[src/rtl/flash_wp_pkg.sv]
package flash_wp_pkg;
  localparam int SR_LOCK = 7;
  localparam int SR_RNG_HI = 4;
  localparam int SR_RNG_LO = 2;
  localparam int SR_WEL = 1;
  localparam int SR_BUSY = 0;
  localparam int RNG_W = SR_RNG_HI - SR_RNG_LO + 1;

  typedef enum logic [1:0] {OP_IDLE, OP_WREN, OP_WRSR, OP_ARRAY} op_e;

  typedef struct packed {
    logic             lock;
    logic [RNG_W-1:0] rng;
  } nv_t;

  function automatic logic [7:0] pack_status(nv_t nv, logic wel, logic busy);
    logic [7:0] s;
    s = '0;
    s[SR_LOCK] = nv.lock;
    s[SR_RNG_HI:SR_RNG_LO] = nv.rng;
    s[SR_WEL] = wel;
    s[SR_BUSY] = busy;
    return s;
  endfunction
endpackage

[src/rtl/wp_sync.sv]
module wp_sync #(
  parameter int STAGES = 2
) (
  input  logic clk_i,
  input  logic rst_ni,
  input  logic async_i,
  output logic sync_o
);
  logic [STAGES-1:0] chain_q;

  // reset to the deasserted (high) pin level
  always_ff @(posedge clk_i or negedge rst_ni) begin
    if (!rst_ni) chain_q <= '1;
    else         chain_q <= {chain_q[STAGES-2:0], async_i};
  end

  assign sync_o = chain_q[STAGES-1];
endmodule

[src/rtl/wp_region.sv]
module wp_region #(
  parameter int ADDR_W = 24,
  parameter int RNG_W  = 3
) (
  input  logic [ADDR_W-1:0] addr_i,
  input  logic [RNG_W-1:0]  rng_i,
  output logic              hit_o
);
  localparam int CODES  = 1 << RNG_W;
  localparam int LEVELS = CODES - 2;

  logic [CODES-1:0] lvl;

  assign lvl[0]       = 1'b0;
  assign lvl[CODES-1] = 1'b1;

  // code k guards the top 2^-(LEVELS+1-k) fraction: top address bits all ones
  for (genvar k = 1; k <= LEVELS; k++) begin : g_lvl
    localparam int TOPB = LEVELS + 1 - k;
    assign lvl[k] = &addr_i[ADDR_W-1 -: TOPB];
  end

  logic unused_low;
  assign unused_low = ^addr_i[ADDR_W-LEVELS-1:0];

  assign hit_o = lvl[rng_i];
endmodule

[src/rtl/wp_status_reg.sv]
module wp_status_reg
  import flash_wp_pkg::*;
(
  input  logic            clk_i,
  input  logic            rst_ni,
  input  op_e             op_i,
  input  logic            lock_d_i,
  input  logic [RNG_W-1:0] rng_d_i,
  input  logic            locked_i,
  input  logic            hit_i,
  output nv_t             nv_o,
  output logic            wel_o,
  output logic            grant_o,
  output logic            deny_o
);
  nv_t  nv_q;
  logic wel_q;

  always_comb begin
    grant_o = 1'b0;
    deny_o  = 1'b0;
    unique case (op_i)
      OP_WREN:  grant_o = 1'b1;
      OP_WRSR:  begin grant_o = wel_q & ~locked_i;  deny_o = ~grant_o; end
      OP_ARRAY: begin grant_o = wel_q & ~hit_i;     deny_o = ~grant_o; end
      default:  ;
    endcase
  end

  // retained bits: no reset
  always_ff @(posedge clk_i) begin
    if (op_i == OP_WRSR && grant_o) begin
      nv_q.lock <= lock_d_i;
      nv_q.rng  <= rng_d_i;
    end
  end

  always_ff @(posedge clk_i or negedge rst_ni) begin
    if (!rst_ni)                  wel_q <= 1'b0;
    else if (op_i == OP_WREN)     wel_q <= 1'b1;
    else if (op_i != OP_IDLE)     wel_q <= 1'b0;
  end

  assign nv_o  = nv_q;
  assign wel_o = wel_q;
endmodule

[src/rtl/flash_wp_guard.sv]
module flash_wp_guard
  import flash_wp_pkg::*;
#(
  parameter int ADDR_W = 24,
  parameter int SYNC_STAGES = 2
) (
  input  logic              clk_i,
  input  logic              rst_ni,
  input  logic              wp_ni,
  input  logic              busy_i,
  input  logic              cmd_wren_i,
  input  logic              cmd_wrsr_i,
  input  logic [7:0]        wrsr_data_i,
  input  logic              cmd_prog_i,
  input  logic              cmd_erase_i,
  input  logic [ADDR_W-1:0] addr_i,
  output logic [7:0]        status_o,
  output logic              accept_o,
  output logic              reject_o,
  output logic              debug_lock_o
);
  op_e  op;
  logic wp_level;
  logic locked;
  logic range_hit;
  nv_t  nv;
  logic wel;
  logic grant, deny;
  logic accept_q, reject_q;

  always_comb begin
    if (cmd_wrsr_i)                    op = OP_WRSR;
    else if (cmd_prog_i | cmd_erase_i) op = OP_ARRAY;
    else if (cmd_wren_i)               op = OP_WREN;
    else                               op = OP_IDLE;
  end

  wp_sync #(.STAGES(SYNC_STAGES)) u_sync (
    .clk_i   (clk_i),
    .rst_ni  (rst_ni),
    .async_i (wp_ni),
    .sync_o  (wp_level)
  );

  wp_region #(.ADDR_W(ADDR_W), .RNG_W(RNG_W)) u_region (
    .addr_i (addr_i),
    .rng_i  (nv.rng),
    .hit_o  (range_hit)
  );

  assign locked = nv.lock & ~wp_level;

  wp_status_reg u_sr (
    .clk_i    (clk_i),
    .rst_ni   (rst_ni),
    .op_i     (op),
    .lock_d_i (wrsr_data_i[SR_LOCK]),
    .rng_d_i  (wrsr_data_i[SR_RNG_HI:SR_RNG_LO]),
    .locked_i (locked),
    .hit_i    (range_hit),
    .nv_o     (nv),
    .wel_o    (wel),
    .grant_o  (grant),
    .deny_o   (deny)
  );

  logic unused_data;
  assign unused_data = ^{wrsr_data_i[6:5], wrsr_data_i[1:0]};

  always_ff @(posedge clk_i or negedge rst_ni) begin
    if (!rst_ni) begin
      accept_q <= 1'b0;
      reject_q <= 1'b0;
    end else begin
      accept_q <= grant;
      reject_q <= deny;
    end
  end

  assign accept_o     = accept_q;
  assign reject_o     = reject_q;
  assign status_o     = pack_status(nv, wel, busy_i);
  assign debug_lock_o = ~wp_level;
endmodule

[config.mk]
export PLATFORM = sky130hd
export DESIGN_NAME = flash_wp_guard
export DESIGN_NICKNAME = d
export VERILOG_FILES = /design/src/rtl/flash_wp_pkg.sv /design/src/rtl/wp_sync.sv /design/src/rtl/wp_region.sv /design/src/rtl/wp_status_reg.sv /design/src/rtl/flash_wp_guard.sv
export SDC_FILE = /design/constraint.sdc
export NUM_CORES = 1
export LEC_CHECK = 0
export CAP_MARGIN = 5
export CELL_PAD_IN_SITES_DETAIL_PLACEMENT = 1
export CELL_PAD_IN_SITES_GLOBAL_PLACEMENT = 2
export CORE_MARGIN = 5
export CORE_UTILIZATION = 12
export CTS_BUF_LIST = sky130_fd_sc_hd__clkbuf_8
export DETAILED_ROUTE_END_ITERATION = 16
export PLACE_DENSITY = 0.9
export SETUP_SLACK_MARGIN = 0.02
export SYNTH_ARGS = -nofsm -noshare
export SYNTH_HDL_FRONTEND = slang
export SYNTH_SLANG_ARGS = --single-unit
[constraint.sdc]
create_clock -name clk_i -period 1.7 [get_ports clk_i]
set_input_delay 0.17 -clock clk_i [delete_from_list [all_inputs] [get_ports clk_i]]
set_output_delay 0.17 -clock clk_i [all_outputs]
set_load 0.01 [all_outputs]
# Word level (Yosys, flattened, before mapping)
# Cells that the tools add are included.
totals:
  register_bits: 9
  input_bits: 40
  out_inout_bits: 11
  elab_cells: 36
op_classes:
  magnitude_cmp: 1
  n_eq_ne: 3
  muxes: 9
  bitwise: 9
  reduce_logical: 8
op_table:
  columns: ["cell", "n"]
  rows:
  - ["$reduce_and 6->1", 1]
  - ["$not 1->1", 5]
  - ["$reduce_and 5->1", 1]
  - ["$eq 2x2->1 const B", 2]
  - ["$lt 3x4->1 const B", 1]
  - ["$mux 1", 4]
  - ["$mux 2", 2]
  - ["$reduce_and 4->1", 1]
  - ["$reduce_bool 2->1", 2]
  - ["$and 1x1->1", 3]
  - ["$bmux 1 s3", 1]
  - ["$pmux 1 s3", 1]
  - ["$reduce_and 3->1", 1]
  - ["$eq 2x1->1 const B", 1]
  - ["$pmux 1 s2", 1]
  - ["$reduce_and 2->1", 1]
  - ["$logic_and 1x1->1", 1]
  - ["$or 1x1->1", 1]

# Logic depth before layout (Yosys ltp)
# Gate-level depths: netlist of the first run.
depth:
  word_depth: 7
  ltp_mapped: 4
  depth_no_buf: 4

# Hierarchy
# Synthesis of the first run repeated with hierarchy kept, for this count alone.
hier_totals:
  cells_unflattened: 33
  hier_area_um2: 409.1
modules_own_cells:
  columns: ["module", "n_inst", "cells_each", "area_per_inst_um2", "seq_area_each_um2"]
  rows:
  - ["wp_status_reg", 1, 13, 201.4, 145.1]
  - ["flash_wp_guard", 1, 12, 108.9, 50.0]
  - ["wp_sync", 1, 2, 52.6, 52.6]
  - ["wp_region", 1, 6, 46.3, 0.0]

# Worst setup path after synthesis of the first run
# No wires, ideal clock.
synth_timing:
  kind: "flip-flop to flip-flop"
  start: "reg u_sync.chain_q[1]"
  end: "reg reject_q (netlist: reject_o)"
  setup_ns: 0.119
  t_arrival_ns: 1.190
  required_time_ns: 1.581
  path_slack_ns: 0.391
  path_stages_with_launch: 5
  n_path_buf: 0
  period_less_slack_ns: 1.309
  path_cell_list: "dfstp_2 -> inv_1 -> a21oi_1 -> a311oi_1 -> and2_1"
synth_via:
  elab_chain_cells: 6
synth_rtl:
  columns: ["item", "line", "text"]
  rows:
  - ["from (decl)", "wp_sync.sv:9", "logic [STAGES-1:0] chain_q;"]
  - ["from (signal assigned)", "wp_sync.sv:14", "else chain_q <= {chain_q[STAGES-2:0], async_i};"]
  - ["$not 1->1", null, null]
  - ["net debug_lock_o", "flash_wp_guard.sv:20", "output logic debug_lock_o"]
  - ["$and 1x1->1", "flash_wp_guard.sv:51", "assign locked = nv.lock & ~wp_level;"]
  - ["$not 1->1", "wp_status_reg.sv:24", "OP_WRSR: begin grant_o = wel_q & ~locked_i; deny_o = ~grant_o; end"]
  - ["$and 1x1->1", "wp_status_reg.sv:24", null]
  - ["$not 1->1", "wp_status_reg.sv:24", null]
  - ["$pmux 1 s2", "wp_status_reg.sv:22", "unique case (op_i)"]
  - ["net deny", "flash_wp_guard.sv:28", "logic grant, deny;"]
  - ["to (signal assigned)", "flash_wp_guard.sv:76", "reject_q <= deny;"]
  - ["to (decl)", "flash_wp_guard.sv:29", "logic accept_q, reject_q;"]
# The timed path passes the listed nets, and every way through them passes these cells.
# A chain may end at the register's enable or synchronous reset.

# Final worst setup path of the first run
layout_timing:
  start: "reg u_sync.chain_q[1]"
  end: "out debug_lock_o"
layout_via:
  elab_chain_cells: 1
layout_rtl:
  columns: ["item", "line", "text"]
  rows:
  - ["$not 1->1", "flash_wp_guard.sv:83", "assign debug_lock_o = ~wp_level;"]
  - ["to (decl)", "flash_wp_guard.sv:20", null]
# No other way between the ends.

==> metrics.md, run 1 <==
| Metric | Value |
|---|---|
| Cells after Synth | 31 |
| DIE HEIGHT | 67.13 um |
| Net Sw Frac | 0.1936 |
| Post_cts resized | 0 |
| Ant. Diodes | 0 |
| Via count | 333 |
| Highest clock rate | ~700 MHz |
| Fillers | 373 |
| Endpoints failing hold | 0 |
| Ys Warns | 0 |
| 1st-pass router iterations | 2 |
| Clock sink count | 9 |
| Worst Setup End Kind | output pin |
| CP Class | reg2out |
| I/O Buffers | 24 |
| Routed vias/inst | 3.297 |
| Worst setup SP type | register |
| Final WL | roughly 1100 um |
| Htree depth | 1 |
| Mapped Area | between 300 and 400 um2 |
| Skew-Pair Late Insertion Delay | 230 ps |
| RSZ-0062 raised after global routing | no |
| Total CTS buffers | 3 |
| Placeable Area | between 3000 and 4000 um2 |
| Hold Path Class | in2async |
| Placed inst area | 668.1 um2 |
| Top-area cell type share of the netlist area | 0.3067 |
| CP cell instances | inv_1 -> clkdlybuf4s50_1 |
| Post-CTS Setup Inserts | 0 |
| Antenna violations before repair | 0 |
| Site Rows | 20 |
| Layout cells sized above 1 | 0.1228 |
| DRT iter0 DRCs | 4 |
| Max-slew violation count | 0 |
| Most frequent cells in the layout | 24 x clkdlybuf4s50_1, 4 x edfxtp_1, 3 x a21oi_1, 3 x dfrtp_1, 3 x clkbuf_8 |
| Starting Density | 0.1262 |
| Max Fanout on Critical Path | 2 |
| Max cap viols | 0 |
| Crit path max-delay family | flip-flops |
| Avg WL per Cell | 11.10 um |
| Leakage | 0.0002536 uW |
| Leading cell type in the layout, fill and taps excluded | clkdlybuf4s50_1 |
| Switch Pwr | approximately 110 uW |
| NumNets Final | 98 |
| Total track usage | 0.05474 |
| Gr ovfl total | 0 |
| Area leader, netlist | edfxtp_1 |
| Layer with the highest usage | met2 |
| First-pass GRT wire length | 1794 um |
| Post-route cell area | 713.2 um2 |
| M3 GR Usage | 0.03373 |
| P&R area growth vs syn | 82.11% |
| Max IR drop VDD | 0.4675 mV |
| CTS tree | done |
| Clock share of power | 0.431 |
| Post-DP HPWL | roughly 990 um |
| Cell variety after synth | 19 |
| CP max stage cell | dfstp_2 |
| Die Width | 67.13 um |
| Grt met1 use | 0.04772 |
| Gpl congestion | just over 0.7 |
| Status | complete, no violations |
| Final period util | 0.8378 |
| Reg clk slew, reported paths | ~40 ps |
| CP arrival | 1250 ps |
| CTS root buf | clkbuf_8 |
| Crit path time final | 1424 ps |
| CP bufs+invs | 2 |
| Largest net degree at the start of global routing | 7 |
| Leading post-synthesis cells by cell area | edfxtp_1 31%, dfrtp_1 19%, dfstp_2 13% |
| Sequential share of power | 0.439 |
| GR Layer Usage met2 | 0.1031 |
| Gate power share | 0.130 |
| CTS Hold Bufs | 0 |
| Pwr Total | 547.5 uW |
| Routed Antenna Nets | 0 |
| Setup TNS | 0 ps |
| Seq cells post-synth | 9 |
| Clock buffer depth | 2 |
| Final setup viols | 0 |
| Post-synthesis sequential area ratio | 0.6326 |
| Final Skew | 1.833 ps |
| Total power per unit cell area | 767.7 nW/um2 |
| I/O Pins | 51 |
| Internal | 441.5 uW |
| WP data required | 1530 ps |
| Syn_area_per_cell | 12.63 um2 |
| # DRC | 0 |
| Vias in the first global route | 398 |
| Crit-path max cell delay | 510 ps |
| Die area | 4506 um2 |
-- worst paths after layout --
check,startpoint,endpoint,slack (ps),cells after the start
max,u_sync.chain_q[1],debug_lock_o,280,2
min,rst_ni,accept_o,160,1
max reg2reg,u_sr.nv_o[2],reject_o,370,4
min reg2reg,u_sync.chain_q[0],u_sync.chain_q[1],350,0
max in group asynchronous,rst_ni,u_sync.chain_q[0],1280,1
min in group clk_i,busy_i,status_o[0],340,0
-- worst register-to-register path, delay by kind of cell (launching register included) --
kind | cells | cell delay (ps)
AND/OR/NAND/NOR | 2 | 520
flip-flops | 1 | 430
AO/OA/AOI/OAI | 2 | 270
-- layer usage --
metal / wire length [um] / up-vias
met5: 0 / -
met4: 0 / 0
met3: 94 / 0
met2: 656 / 13
met1: 370 / 159
li1: - / 161
-- logic make-up after synthesis --
kind of cell / Yosys count / synth area share
flops: 9 / 0.6326
compound gates: 8 / 0.1534
simple gates: 8 / 0.1182
buf+inv: 5 / 0.08626
other cells: 1 / 0.009575
-- synthesized netlist by cell type --
cell type / instances
dfstp_2: 2
conb_1: 1
o21ai_0: 1
a21oi_1: 3
nor3b_1: 1
o211ai_1: 1
nor4_1: 1
dfrtp_1: 3
inv_1: 1
nor3_1: 1
edfxtp_1: 4
o21a_1: 1
or3b_1: 1
nand3_1: 1
buf_4: 4
and2_1: 1
nand2_1: 2
a311oi_1: 1
a41oi_2: 1
-- flip-flops by register name, summed over array words and instances, names as in the netlist --
name	count
reject_o	1
accept_o	1
u_sr.nv_o	4
u_sync.chain_q	2
u_sr.wel_o	1
-- per-stage QoR --
step / hold slack [ps] / util / instances / setup WS [ps]
floorplan: -125.6 / - / 32 / 391.2
global placement: 340.2 / 0.2153 / 97 / 205.4
detailed placement: 340.2 / 0.2153 / 97 / 175.1
CTS: 170.2 / 0.2298 / 101 / 266.8
global route: 182.4 / 0.2298 / 101 / 225.4
finish: 164.6 / 0.2298 / 101 / 275.7
-- power groups by stage --
| stage | sequential [uW] | combinational (uW) | clock, uW |
|---|---|---|---|
| finish | 240 | 71.1 | 236 |
| global route | 241 | 76.9 | 265 |
| detailed placement | 244 | 71.9 | 0 |
| CTS | 240 | 72.1 | 245 |
| global placement | 243 | 70.1 | 0 |
| floorplan | 245 | 18.7 | 0 |
-- area by class of cell --
type                       instances  area (um2)  area share
multi-input combinational         18       113.9      0.1596
tap                               44       55.05     0.07719
sequential                         9       247.7      0.3474
timing repair buffer              25       247.7      0.3474
inverter                           1       3.754    0.005263
clock inverter                     1       3.754    0.005263
clock buffer                       3       41.29     0.05789
Power figures use the tool's default switching activity.
==> inputs of run 2 (changes only) <==
- CORE_UTILIZATION: 12 -> 11
- PLACE_DENSITY: 0.9 -> 0.87
- clock period: 1.7 -> 1.3 ns (I/O delays scaled with it)
==> run 2 against run 1 <==
Against the previous run:
- sequential power increased by 31%
- hold slack got worse by 42 ps
- non-clock buffer count increased by 5
- count of clock-buffer cells in the layout unchanged
- clock power increased by 35%
- power increased by 34%
- the flow now finishes with violations (negative setup slack)
- critical path type is now reg2reg
- largest power group is now the clock network
- combinational power increased by 42%
==> metrics.md, run 2 (same netlist as run 1, synthesis figures left out) <==
| Metric | Value |
|---|---|
| Total track usage | 0.05400 |
| CP Class | reg2reg |
| Worst Setup End Kind | register |
| P&R area growth vs syn | 93.93% |
| Endpoints failing hold | 0 |
| NumNets Final | 103 |
| Placeable Area | 3390 um2 |
| Starting Density | 0.1155 |
| DRT iter0 DRCs | 3 |
| Internal | 586.0 uW |
| Routed Antenna Nets | 0 |
| CTS Hold Bufs | 0 |
| Max Fanout on Critical Path | 2 |
| Leakage | slightly below 0.0003 uW |
| Die Width | ~70 um |
| Final period util | 1.050 |
| DIE HEIGHT | 69.67 um |
| Site Rows | 21 |
| RSZ-0062 raised after global routing | yes |
| Worst setup SP type | register |
| CTS root buf | clkbuf_8 |
| Max-slew violation count | 0 |
| Clock buffer depth | 2 |
| Ant. Diodes | 0 |
| Placed inst area | 696.9 um2 |
| Htree depth | 1 |
| Clock sink count | 9 |
| WP data required | roughly 1400 ps |
| Final Skew | 2.635 ps |
| # DRC | 0 |
| First-pass GRT wire length | 2001 um |
| Post-route cell area | 759.5 um2 |
| Avg WL per Cell | 11.35 um |
| Vias in the first global route | 435 |
| Max IR drop VDD | 0.7630 mV |
| Final setup viols | 2 |
| Gate power share | 0.137 |
| Total CTS buffers | 3 |
| Crit path time final | 1365 ps |
| Total power per unit cell area | 965.7 nW/um2 |
| Hold Path Class | in2async |
| Net Sw Frac | 0.2010 |
| Leading cell type in the layout, fill and taps excluded | clkdlybuf4s50_1 |
| Status | finished with violations |
| Largest register FFs | 4 |
| Gpl congestion | roughly 0.74 |
| Highest clock rate | 732.7 MHz |
| Most frequent cells in the layout | 18 x clkdlybuf4s50_1, 5 x dlygate4sd2_1, 5 x buf_4, 4 x edfxtp_1 |
| Reg clk slew, reported paths | 50 ps |
| Failing checks | negative setup slack |
| I/O Buffers | 24 |
| Layout cells sized above 1 | 0.2903 |
| CP arrival | 1490 ps |
| Largest net degree at the start of global routing | 7 |
| Routed vias/inst | 3.259 |
| Gr ovfl total | 0 |
| Switch Pwr | 147.4 uW |
| Die area | slightly below 5000 um2 |
| CTS tree | done |
| Worst setup margin | -64.85 ps |
| Clock share of power | 0.434 |
| Final WL | 1226 um |
| Max cap viols | 0 |
| Pwr Total | about 730 uW |
| 1st-pass router iterations | 2 |
| I/O Pins | 51 |
| Via count | between 300 and 400 |
| Sequential share of power | 0.428 |
| Skew-Pair Late Insertion Delay | 230 ps |
| Antenna violations before repair | 0 |
==> run 2: final timing paths <==
check                             startpoint                 to  slack, ps  cells past startpoint
max                             u_sr.nv_o[2]           reject_o        -60                      5
min                                   rst_ni           reject_o        120                      1
max reg2reg                     u_sr.nv_o[2]           reject_o        -60                      5
min reg2reg                u_sync.chain_q[0]  u_sync.chain_q[1]        360                      0
max in group asynchronous             rst_ni  u_sync.chain_q[1]        930                      1
min in group clk_i                    busy_i        status_o[0]        260                      0
==> run 2: power by group through the flow <==
stage | sequential, uW | clock, uW | combinational (uW)
6_report | 314 | 318 | 101
4_1_cts | 314 | 338 | 98.9
3_3_place_gp | 319 | 0 | 98.0
2_1_floorplan | 321 | 0 | 25.1
5_1_grt | 314 | 354 | 110
3_5_place_dp | 319 | 0 | 101
==> run 2: cell type report <==
type                       count  area [um2]
tap                           46       57.56
multi-input combinational     18       126.4
timing repair buffer          30       277.8
fill                         390        2630
clock buffer                   3       41.29
inverter                       1       3.754
sequential                     9       247.7
clock inverter                 1       5.005
==> run 2: per-stage QoR <==
step / utilization / hold WS [ps] / std cells / worst slack, ps / TNS [ps]
floorplan: - / -165.6 / 32 / 28.46 / 0
detailed placement: 0.2056 / 260.1 / 102 / -158.0 / -437.7
finish: 0.2241 / 122.1 / 108 / -64.85 / -74.92
CTS: 0.2204 / 126.1 / 107 / -73.08 / -99.16
global placement: 0.2056 / 260.1 / 102 / -127.4 / -324.5
global route: 0.2241 / 134.8 / 108 / -125.7 / -219.0
==> run 2: repair_timing <==
item	4_1_cts	5_1_grt
resized for setup	7	5
setup buffers	1	1
hold endpoints to repair	0	0
endpoints found under the setup margin	7	2
==> run 2: worst max-delay path, cell delays in order, from the launching register on <==
cell	delay (ps)
edfxtp_1	400
buf_6	140
a41oi_2	140
a21oi_1	60
or3b_4	380
and2_4	140
==> run 2: per-layer routing <==
layer	track usage	share of wire
met2	0.1017	0.57
met3	0.03623	0.060
met4	0.01277	0.0098
met5	0	0
met1	0.04663	0.36
